==> config.mk <==
export PLATFORM = sky130hd
export DESIGN_NAME = nvm3w_slave
export DESIGN_NICKNAME = d
export VERILOG_FILES = /design/src/rtl/nvm3w_pkg.sv /design/src/rtl/nvm3w_dpath.sv /design/src/rtl/nvm3w_ctrl.sv /design/src/rtl/nvm3w_slave.sv
export SDC_FILE = /design/constraint.sdc
export NUM_CORES = 2
export LEC_CHECK = 0
export CAP_MARGIN = 10
export CORE_ASPECT_RATIO = 1.2
export CORE_MARGIN = 3
export CORE_UTILIZATION = 44
export DETAILED_ROUTE_END_ITERATION = 8
export DONT_BUFFER_PORTS = 1
export PLACE_DENSITY_LB_ADDON = 0.2
export SLEW_MARGIN = 15
export SYNTH_ARGS = -nofsm -noshare
export SYNTH_HDL_FRONTEND = slang
export SYNTH_SLANG_ARGS = --single-unit
export TNS_END_PERCENT = 50
==> constraint.sdc <==
create_clock -name clk -period 3.05 [get_ports clk]
set_input_delay 0.305 -clock clk [delete_from_list [all_inputs] [get_ports clk]]
set_output_delay 0.305 -clock clk [all_outputs]
set_load 0.1 [all_outputs]
==> src/rtl/nvm3w_pkg.sv <==
`timescale 1ns/1ps
package nvm3w_pkg;
  typedef enum logic [1:0] {MOD_WRITE, MOD_ERASE, MOD_FILL, MOD_CLEAR} modKind_t;

  typedef struct packed {
    logic     shiftEn;
    logic     adrLatch;
    logic     datLatch;
    logic     rdLoad;
    logic     rdStep;
    logic     commit;
    modKind_t kind;
  } dpCmd_t;
endpackage

==> src/rtl/nvm3w_dpath.sv <==
`timescale 1ns/1ps
module nvm3w_dpath
  import nvm3w_pkg::*;
#(
  parameter int BYTE_AW = 7,
  parameter int BYTE_W  = 8
) (
  input  logic       clk,
  input  logic       rstN,
  input  logic       wordMode,
  input  logic       din,
  input  dpCmd_t     cmd,
  output logic [1:0] hdrOp,
  output logic [1:0] hdrSub,
  output logic       rdBit
);
  localparam int WORD_AW = BYTE_AW - 1;
  localparam int WORD_W  = 2 * BYTE_W;
  localparam int DEPTH   = 1 << BYTE_AW;
  localparam int SR_W    = (WORD_W > BYTE_AW + 2) ? WORD_W : BYTE_AW + 2;
  localparam int BW      = $clog2(WORD_W + 1);

  logic [SR_W-2:0]    sr;
  logic [SR_W-1:0]    srNext;
  logic [BYTE_W-1:0]  mem [DEPTH];
  logic [BYTE_AW-1:0] fieldAddr, pendIdx, rdIdx, nextIdx;
  logic [WORD_W-1:0]  fieldData, pendData, outSh;
  logic [BW-1:0]      bitsLeft, curW;
  logic               dummy;
  logic [BYTE_W-1:0]  fillLo, fillHi;
  logic [WORD_W-1:0]  oneVal;

  assign srNext = {sr, din};

  always_comb begin
    fieldAddr = wordMode ? {1'b0, srNext[WORD_AW-1:0]} : srNext[BYTE_AW-1:0];
    hdrOp     = wordMode ? srNext[WORD_AW+1:WORD_AW] : srNext[BYTE_AW+1:BYTE_AW];
    hdrSub    = wordMode ? srNext[WORD_AW-1:WORD_AW-2] : srNext[BYTE_AW-1:BYTE_AW-2];
    fieldData = wordMode ? srNext[WORD_W-1:0] : {{BYTE_W{1'b0}}, srNext[BYTE_W-1:0]};
    curW      = wordMode ? BW'(WORD_W) : BW'(BYTE_W);
    nextIdx   = wordMode ? {1'b0, rdIdx[WORD_AW-1:0] + WORD_AW'(1)} : rdIdx + BYTE_AW'(1);
  end

  function automatic logic [WORD_W-1:0] fetch(input logic [BYTE_AW-1:0] idx, input logic wide);
    logic [BYTE_AW-1:0] loA, hiA;
    loA = {idx[WORD_AW-1:0], 1'b0};
    hiA = {idx[WORD_AW-1:0], 1'b1};
    if (wide) fetch = {mem[hiA], mem[loA]};
    else      fetch = {mem[idx], {BYTE_W{1'b0}}};
  endfunction

  // serial capture and read streaming
  always_ff @(posedge clk) begin
    if (!rstN) begin
      sr       <= '0;
      pendIdx  <= '0;
      pendData <= '0;
      rdIdx    <= '0;
      outSh    <= '0;
      bitsLeft <= '0;
      dummy    <= 1'b1;
    end else begin
      if (cmd.shiftEn)  sr       <= srNext[SR_W-2:0];
      if (cmd.adrLatch) pendIdx  <= fieldAddr;
      if (cmd.datLatch) pendData <= fieldData;
      if (cmd.rdLoad) begin
        rdIdx    <= fieldAddr;
        outSh    <= fetch(fieldAddr, wordMode);
        bitsLeft <= curW;
        dummy    <= 1'b1;
      end else if (cmd.rdStep) begin
        if (dummy) begin
          dummy <= 1'b0;
        end else if (bitsLeft == BW'(1)) begin
          rdIdx    <= nextIdx;
          outSh    <= fetch(nextIdx, wordMode);
          bitsLeft <= curW;
        end else begin
          outSh    <= outSh << 1;
          bitsLeft <= bitsLeft - BW'(1);
        end
      end
    end
  end

  assign rdBit = !dummy && outSh[WORD_W-1];

  always_comb begin
    oneVal = (cmd.kind == MOD_ERASE || cmd.kind == MOD_CLEAR) ? '1 : pendData;
    fillLo = oneVal[BYTE_W-1:0];
    fillHi = wordMode ? oneVal[WORD_W-1:BYTE_W] : oneVal[BYTE_W-1:0];
  end

  // storage array: not reset, it models retained cells
  always_ff @(posedge clk) begin
    if (cmd.commit) begin
      if (cmd.kind == MOD_WRITE || cmd.kind == MOD_ERASE) begin
        if (wordMode) begin
          mem[{pendIdx[WORD_AW-1:0], 1'b1}] <= fillHi;
          mem[{pendIdx[WORD_AW-1:0], 1'b0}] <= fillLo;
        end else begin
          mem[pendIdx] <= fillLo;
        end
      end else begin
        for (int i = 0; i < DEPTH; i++) mem[i] <= (i % 2 == 1) ? fillHi : fillLo;
      end
    end
  end
endmodule

==> src/rtl/nvm3w_ctrl.sv <==
`timescale 1ns/1ps
module nvm3w_ctrl
  import nvm3w_pkg::*;
#(
  parameter int BYTE_AW = 7,
  parameter int BYTE_W  = 8,
  parameter int unsigned WORD_CYC = 400000,
  parameter int unsigned BULK_CYC = 1200000
) (
  input  logic       clk,
  input  logic       rstN,
  input  logic       cs,
  input  logic       sclk,
  input  logic       din,
  input  logic       wordMode,
  input  logic       lowVdd,
  input  logic [1:0] hdrOp,
  input  logic [1:0] hdrSub,
  input  logic       rdBit,
  output dpCmd_t     cmd,
  output logic       sdoData,
  output logic       sdoEnable,
  output logic       busy,
  output logic       wenQ
);
  localparam int WORD_AW = BYTE_AW - 1;
  localparam int WORD_W  = 2 * BYTE_W;
  localparam int CNT_W   = $clog2(2 + WORD_AW + WORD_W + 1);
  localparam int BUSY_W  = $clog2(BULK_CYC + 1);

  typedef enum logic [1:0] {S_IDLE, S_SHIFT, S_READ, S_HOLD} phase_t;

  phase_t             st, stN;
  logic               sclkQ, rise;
  logic [CNT_W-1:0]   bitCnt, cntN, hdrLen, fullLen;
  logic [BUSY_W-1:0]  busyCnt, busyN;
  logic               wenN, armed, armedN, statusPend, statN;
  modKind_t           kindQ, kindN;

  assign rise = sclk && !sclkQ;

  always_comb begin
    hdrLen  = (wordMode ? CNT_W'(WORD_AW) : CNT_W'(BYTE_AW)) + CNT_W'(2);
    fullLen = hdrLen + (wordMode ? CNT_W'(WORD_W) : CNT_W'(BYTE_W));
  end

  always_comb begin
    cmd      = '0;
    cmd.kind = kindQ;
    stN      = st;
    cntN     = bitCnt;
    wenN     = wenQ;
    armedN   = armed;
    kindN    = kindQ;
    busyN    = busyCnt;
    statN    = statusPend;
    if (busyCnt != '0) begin
      busyN = busyCnt - BUSY_W'(1);
      if (busyCnt == BUSY_W'(1)) cmd.commit = 1'b1;
    end
    if (!cs) begin
      if (st == S_HOLD && armed && wenQ && !lowVdd) begin
        busyN = (kindQ == MOD_FILL || kindQ == MOD_CLEAR) ? BUSY_W'(BULK_CYC) : BUSY_W'(WORD_CYC);
        statN = 1'b1;
      end
      stN    = S_IDLE;
      armedN = 1'b0;
    end else if (rise) begin
      case (st)
        S_IDLE: if (din && busyCnt == '0) begin
          stN   = S_SHIFT;
          cntN  = '0;
          statN = 1'b0;
        end
        S_SHIFT: begin
          cmd.shiftEn = 1'b1;
          cntN        = bitCnt + CNT_W'(1);
          if (cntN == hdrLen) begin
            case (hdrOp)
              2'b10: begin cmd.rdLoad = 1'b1; stN = S_READ; end
              2'b01: begin cmd.adrLatch = 1'b1; kindN = MOD_WRITE; end
              2'b11: begin cmd.adrLatch = 1'b1; kindN = MOD_ERASE; armedN = 1'b1; stN = S_HOLD; end
              default: begin
                case (hdrSub)
                  2'b11:   begin wenN = 1'b1; stN = S_HOLD; end
                  2'b00:   begin wenN = 1'b0; stN = S_HOLD; end
                  2'b10:   begin kindN = MOD_CLEAR; armedN = 1'b1; stN = S_HOLD; end
                  default: kindN = MOD_FILL;
                endcase
              end
            endcase
          end else if (cntN == fullLen) begin
            cmd.datLatch = 1'b1;
            armedN       = 1'b1;
            stN          = S_HOLD;
          end
        end
        S_READ:  cmd.rdStep = 1'b1;
        default: ;
      endcase
    end
  end

  always_ff @(posedge clk) begin
    if (!rstN) begin
      st         <= S_IDLE;
      sclkQ      <= 1'b0;
      bitCnt     <= '0;
      wenQ       <= 1'b0;
      armed      <= 1'b0;
      kindQ      <= MOD_WRITE;
      busyCnt    <= '0;
      statusPend <= 1'b0;
    end else begin
      st         <= stN;
      sclkQ      <= sclk;
      bitCnt     <= cntN;
      wenQ       <= wenN;
      armed      <= armedN;
      kindQ      <= kindN;
      busyCnt    <= busyN;
      statusPend <= statN;
    end
  end

  assign busy      = busyCnt != '0;
  assign sdoEnable = cs && (st == S_READ || (st == S_IDLE && statusPend));
  assign sdoData   = (st == S_READ) ? rdBit : !busy;
endmodule

==> src/rtl/nvm3w_slave.sv <==
`timescale 1ns/1ps
module nvm3w_slave
  import nvm3w_pkg::*;
#(
  parameter int BYTE_AW = 7,
  parameter int BYTE_W  = 8,
  parameter int unsigned WORD_CYC = 400000,
  parameter int unsigned BULK_CYC = 1200000
) (
  input  logic clk,
  input  logic rstN,
  input  logic cs,
  input  logic sclk,
  input  logic din,
  input  logic orgWide,
  input  logic lowVdd,
  output logic sdoData,
  output logic sdoEnable
);
  dpCmd_t     cmd;
  logic [1:0] hdrOp, hdrSub;
  logic       rdBit, busy, wenQ, shiftStrobe, commitStrobe;

  nvm3w_ctrl #(.BYTE_AW(BYTE_AW), .BYTE_W(BYTE_W), .WORD_CYC(WORD_CYC), .BULK_CYC(BULK_CYC)) uCtrl (
    .clk(clk), .rstN(rstN), .cs(cs), .sclk(sclk), .din(din), .wordMode(orgWide),
    .lowVdd(lowVdd), .hdrOp(hdrOp), .hdrSub(hdrSub), .rdBit(rdBit), .cmd(cmd),
    .sdoData(sdoData), .sdoEnable(sdoEnable), .busy(busy), .wenQ(wenQ)
  );

  nvm3w_dpath #(.BYTE_AW(BYTE_AW), .BYTE_W(BYTE_W)) uDpath (
    .clk(clk), .rstN(rstN), .wordMode(orgWide), .din(din), .cmd(cmd),
    .hdrOp(hdrOp), .hdrSub(hdrSub), .rdBit(rdBit)
  );

  assign shiftStrobe  = cmd.shiftEn;
  assign commitStrobe = cmd.commit;
endmodule

# [Word level (Yosys, flattened, before mapping)]
# Memory sizes are Yosys's and may differ from the RTL's.
# Index checks and enable logic that the tools add are counted.
[classes] n_reduce_logical=45 bitwise=3 muxes=80 n_addsub=7 n_eq_ne=26
[ops] op="2-to-1 mux 16 bit" n=8
[ops] op="2-to-1 mux 21 bit" n=4
[ops] op="2-to-1 mux 7 bit" n=9
[ops] op="2-to-1 mux 5 bit" n=8
[ops] op="2-to-1 mux 1 bit" n=33
[ops] op="2-to-1 mux 8 bit" n=4
[ops] op="OR reduction 8 bit" n=3
[ops] op="== test 21 x 1 -> 1 bit, second input constant" n=1
[ops] op="zero test 21 bit" n=1
[ops] op="nonzero test 21 bit" n=1
[ops] op="subtractor 21 x 1 -> 21 bit, second input constant" n=1
[ops] op="AND reduction 6 bit" n=3
[ops] op="== test 2 bit, second input constant" n=8
[ops] op="2-to-1 mux 2 bit" n=6
[ops] op="one-hot mux 2 bit (3 select lines)" n=2
[ops] op="nonzero test 2 bit" n=6
[ops] op="== test 5 bit" n=2
[ops] op="one-hot mux 5 bit (2 select lines)" n=1
[ops] op="logical AND 1 bit" n=8
[ops] op="inequality test 2 x 1 -> 1 bit, second input constant" n=4
[ops] op="one-hot mux 2 bit (2 select lines)" n=2
[ops] op="AND reduction 4 bit" n=2
[ops] op="OR reduction 2 bit" n=4
[ops] op="adder 7 x 1 -> 7 bit, second input constant" n=1
[ops] op="other kinds (21)" n=39
[word_totals] wordCells=177 out_inout_bits=2 memories=1 ramBits=1024 reg_bits=101
[mem_list] name="uDpath.mem" depth=128 word_bits=8 rd=6 rd_ports_with_merged_regs=0 write_ports=128 line="nvm3w_dpath.sv:25" text="logic [BYTE_W-1:0] mem [DEPTH];"

# [Longest topological paths before layout]
[logic_depth] depth_word=11 ltp_mapped=15 mapped_depth_nobuf=11

# [Cells and area by module]
# A second synthesis with hierarchy kept.
[unflattened] cells_unflattened=4843 hier_area_um2=75518.7
[by_module_without_submodules] module="nvm3w_dpath" n_inst=1 cells_each=4592 area_each_um2=73420.4
[by_module_without_submodules] module="nvm3w_ctrl" n_inst=1 cells_each=251 area_each_um2=2098.3

# [Least setup slack after synthesis]
# No wires, ideal clock.
[synth_timing] path_type="flip-flop to output port" startpoint="register uCtrl.busyCnt[4]" endpoint="output port sdoData" arrival_ps=4088 path_buffers=2 stages_incl_launch_ff=7 slack_ps=-1343 cell_sequence="dfxtp_1 or4_1 or3_1 buf_2 or4_1 buf_2 o21ai_0"
[synth_between] elab_chain_len=3
[synth_lines] item="from (decl)" line="nvm3w_ctrl.sv:36" text="logic [BUSY_W-1:0] busyCnt, busyN;"
[synth_lines] item="from (signal assigned)" line="nvm3w_ctrl.sv:121" text="busyCnt <= busyN;"
[synth_lines] item="nonzero test 21 bit" line="nvm3w_ctrl.sv:126" text="assign busy = busyCnt != '0;"
[synth_lines] item="zero test 1 bit" line="nvm3w_ctrl.sv:128" text="assign sdoData = (st == S_READ) ? rdBit : !busy;"
[synth_lines] item="2-to-1 mux 1 bit" line="nvm3w_ctrl.sv:128"
[synth_lines] item="to (decl)" line="nvm3w_slave.sv:17" text="output logic sdoData,"
# No other way between the ends.

# [Worst setup path in the final report]
# Same ends and word-level chain as after synthesis.

==> impl_results.md <==
- Status: finished with violations
- Failing checks: negative setup slack
- Via density per instance: around 7.7
- # rows: 165
- Slew Limit Fails: 0
- Post-synth top area share: slightly above 40%
- CTS max path bufs: 3
- First-pass GRT wire length: 470000 um
- CTS root buf: clkbuf_16
- Largest net degree at the start of global routing: 516
- Fillcell total: 13234
- Die height: 459 um
- GR Overflow Total: 0
- Share of cells above drive strength 1: 45.2%
- Syn_area_per_cell: 15.4 um2
- Tcrit/Tclk final: 112%
- Clk slew on worst S/H paths: 0.07 ns
- Syn_nets: 4919
- Relative slew slack: 10.9%
- Port Buffer Count: 0
- Setup crit start kind: register
- Seq/Total Area, Yosys: 43.5%
- Die Area: between 150000 and 200000 um2
- Cells after Synth: ~5000
- Boundary Pins: 9
- Synth Cell Area: between 70000 and 80000 um2
- Max-capacitance violation count: 0
- CTS tree: done
- RePlAce Congestion: roughly 1.1
- Post-route ant nets: 0
- WS Path Type: reg2out
- Final WS setup: -0.364 ns
- First DRT Iteration DRCs: 10905
- Final wirelength: 344000 um
- Worst slew pin tran: 1.33 ns
- Worst-path maximum fanout: 6
- Core area: about 170000 um2
- Placed Cells: 7261
- WP data required: between 2 and 3 ns
- Htree depth: 3
- #FFs+latches synth: approximately 1100
- Non-Filler Instances: 7937
- Initial antenna violation count: 33
- Nets: approximately 5600
- Clk_skew: 0.0241 ns
- Starting Density: between 40 and 50%
- Die X: 384 um
- Final hold vios: 0
- Total track usage: 38.4%
- Worst-Skew Late Latency: 0.80 ns
- RSZ-0062 raised after global routing: true
- Synth area leader: edfxtp_1
- Power Density: 360 nW/um2
- F_max: 293 MHz
- Main flop type after synthesis: edfxtp_1
- Tmin final: 3.41 ns
- Area Overhead vs Synth: 27.2%
- Sink Count: 1125
- Count of cell types in the netlist: 73
- Vias: 61428
- Vias in the first global route: 57460
- WL per Instance: around 43 um
- Dpl ws: -0.611 ns
- Final HPWL from detailed placement: roughly 230000 um
- Hold Path Class: in2reg
- Pre-antenna DRT Iters: 8
- Worst EP arrival: 3.11 ns
- EDFF count, synth: 1024
- Dominant cells by area after synthesis: edfxtp_1, mux4_2, a211o_1, dfxtp_1, clkbuf_1
- Synth Warn #: 0
- CTS buffer count: ~120
- Async SR Flop Fraction: 0%
- Post-route DRC: 0
- Static Leak: ~32 nW
- Critical Path End Type: output pin
- # setup viols final: 1041
- Peak supply drop: 0.512 mV
[flip-flops by register name (all words and copies together), names as in the netlist, 2 cells and up]
name,count
uDpath.rdIdx,7
uDpath.sr,15
uDpath.pendIdx,7
uDpath.pendData,16
uCtrl.kindQ,2
uCtrl.st,2
uDpath.outSh,16
uCtrl.bitCnt,5
uDpath.bitsLeft,5
uCtrl.busyCnt,21
uDpath.mem,1024
[cells in the mapped netlist, types with 16 or more instances]
library cell	instances
mux4_2	1179
edfxtp_1	1024
a211o_1	513
clkbuf_1	384
nor2_1	277
nand2_1	187
buf_2	177
mux2i_1	124
dfxtp_1	101
o221ai_1	90
o21ai_0	89
a21oi_1	79
nor3_1	61
buf_1	52
nand3_1	42
buf_4	38
o22ai_1	29
nand4_1	28
nor4_1	28
o21a_1	26
or3_1	23
a32oi_1	22
o32ai_1	22
a22oi_1	20
nor2b_1	20
xnor2_1	20
a31oi_1	19
inv_1	19
a211oi_1	17
o211ai_1	16
or2_2	16
[cell families (layout without fill, tap and decap cells)]
group                    count (synthesis)  after routing  synth area share [%]
multiplexers                          1314           1314                  37.0
XOR/XNOR                                33             33                 0.393
AO/OA/AOI/OAI                          998            998                  10.5
other                                    0             15                     0
adder cells (fa/ha/maj)                 14             14                 0.232
buffers and inverters                  675           1445                  3.86
flip-flops                            1125           1125                  43.5
AND/OR/NAND/NOR                        739            739                  4.53
[area by class of cell]
cell class	count	area [um2]	share of cell area (%)
antenna	15	37.5	0.0392
clock buffer	138	3090	3.23
clock inverter	84	915	0.954
inverter	22	92.6	0.0966
multi-input combinational	3098	42200	44.0
sequential	1125	32800	34.2
tap	2254	2820	2.94
timing repair buffer	1201	13900	14.5
[power by group]
| part | switching [mW] | total [mW] | internal (mW) |
|---|---|---|---|
| Clock | 6.87 | 15.4 | 8.58 |
| Combinational | 1.19 | 2.22 | 1.03 |
| Sequential | 0.121 | 16.8 | 16.7 |
[critical path: stages, from the launching register on]
cell     delay [ns]
dfxtp_2        0.32
or4_4          0.53
or3_4          0.35
buf_4          0.17
or4_4          0.55
o21ai_4        0.21
buf_12         0.19
[what timing repair did]
item	4_1_cts	5_1_grt
hold endpoints to repair	523	0
gates resized for setup	345	237
pin swaps	52	58
setup endpoints to repair	1033	1042
hold buffers	314	0
cloned	8	8
buffers inserted	66	53
[metal layers]
| metal | global-route usage, % | up-vias | part of all wire, % |
|---|---|---|---|
| li1 | - | 22604 | - |
| met4 | 27.3 | 16 | 9.2 |
| met3 | 12.0 | 1103 | 14 |
| met1 | 49.8 | 31972 | 34 |
| met5 | 0.442 | - | 0.059 |
| met2 | 54.6 | 5733 | 43 |
[cell usage in the layout (no fill, tap or decap), drive strengths merged, types with 11 or more instances in the layout]
| master | instances |
|---|---|
| dfxtp | 101 |
| o22ai | 29 |
| a211oi | 17 |
| nand3 | 43 |
| o32ai | 22 |
| a22oi | 20 |
| o21a | 26 |
| mux4 | 1179 |
| a31oi | 19 |
| clkbuf | 145 |
| o221ai | 90 |
| nor4 | 28 |
| a211o | 513 |
| nor2b | 20 |
| o211ai | 16 |
| xor2 | 13 |
| mux2 | 11 |
| or3 | 23 |
| diode | 15 |
| buf | 879 |
| or2 | 16 |
| nand2b | 11 |
| clkinv | 49 |
| nand4 | 28 |
| nand2 | 188 |
| o21ai | 91 |
| mux2i | 124 |
| xnor2 | 20 |
| nor3 | 63 |
| inv | 33 |
| a21oi | 79 |
| bufinv | 15 |
| nor2 | 278 |
| a32oi | 22 |
| edfxtp | 1024 |
| ha | 14 |
| dlygate4sd3 | 313 |
[worst paths after layout]
path                                                    from                             to  slack (ns)  cells after the start
worst max-delay path             uCtrl.busyCnt[4]$_SDFF_PN0_                        sdoData       -0.36                      6
worst min-delay path                                    sclk  uCtrl.statusPend$_SDFFE_PN0P_        0.07                      5
worst max register to register  uDpath.rdIdx[0]$_SDFFE_PN0P_  uDpath.outSh[10]$_SDFFE_PN0P_       -0.36                     15
worst min register to register    uDpath.sr[14]$_SDFFE_PN0P_     uDpath.sr[14]$_SDFFE_PN0P_        0.46                      2
[through the flow]
step	total power [mW]	util (%)	setup TNS [ns]	area [um2]	hold WS (ns)
after floorplan	18.5	-	-88.96	75500	0.427
after global placement	18.8	49.6	-179.82	84000	0.425
after detailed placement	18.8	49.6	-165.72	84000	0.426
after CTS	34.2	55.4	-205.85	93800	0.0266
after global routing	35.2	56.6	-222.59	95800	0.133
final	34.5	56.6	-168.59	95800	0.0729
Note: power is estimated with default switching activity, not from simulation.
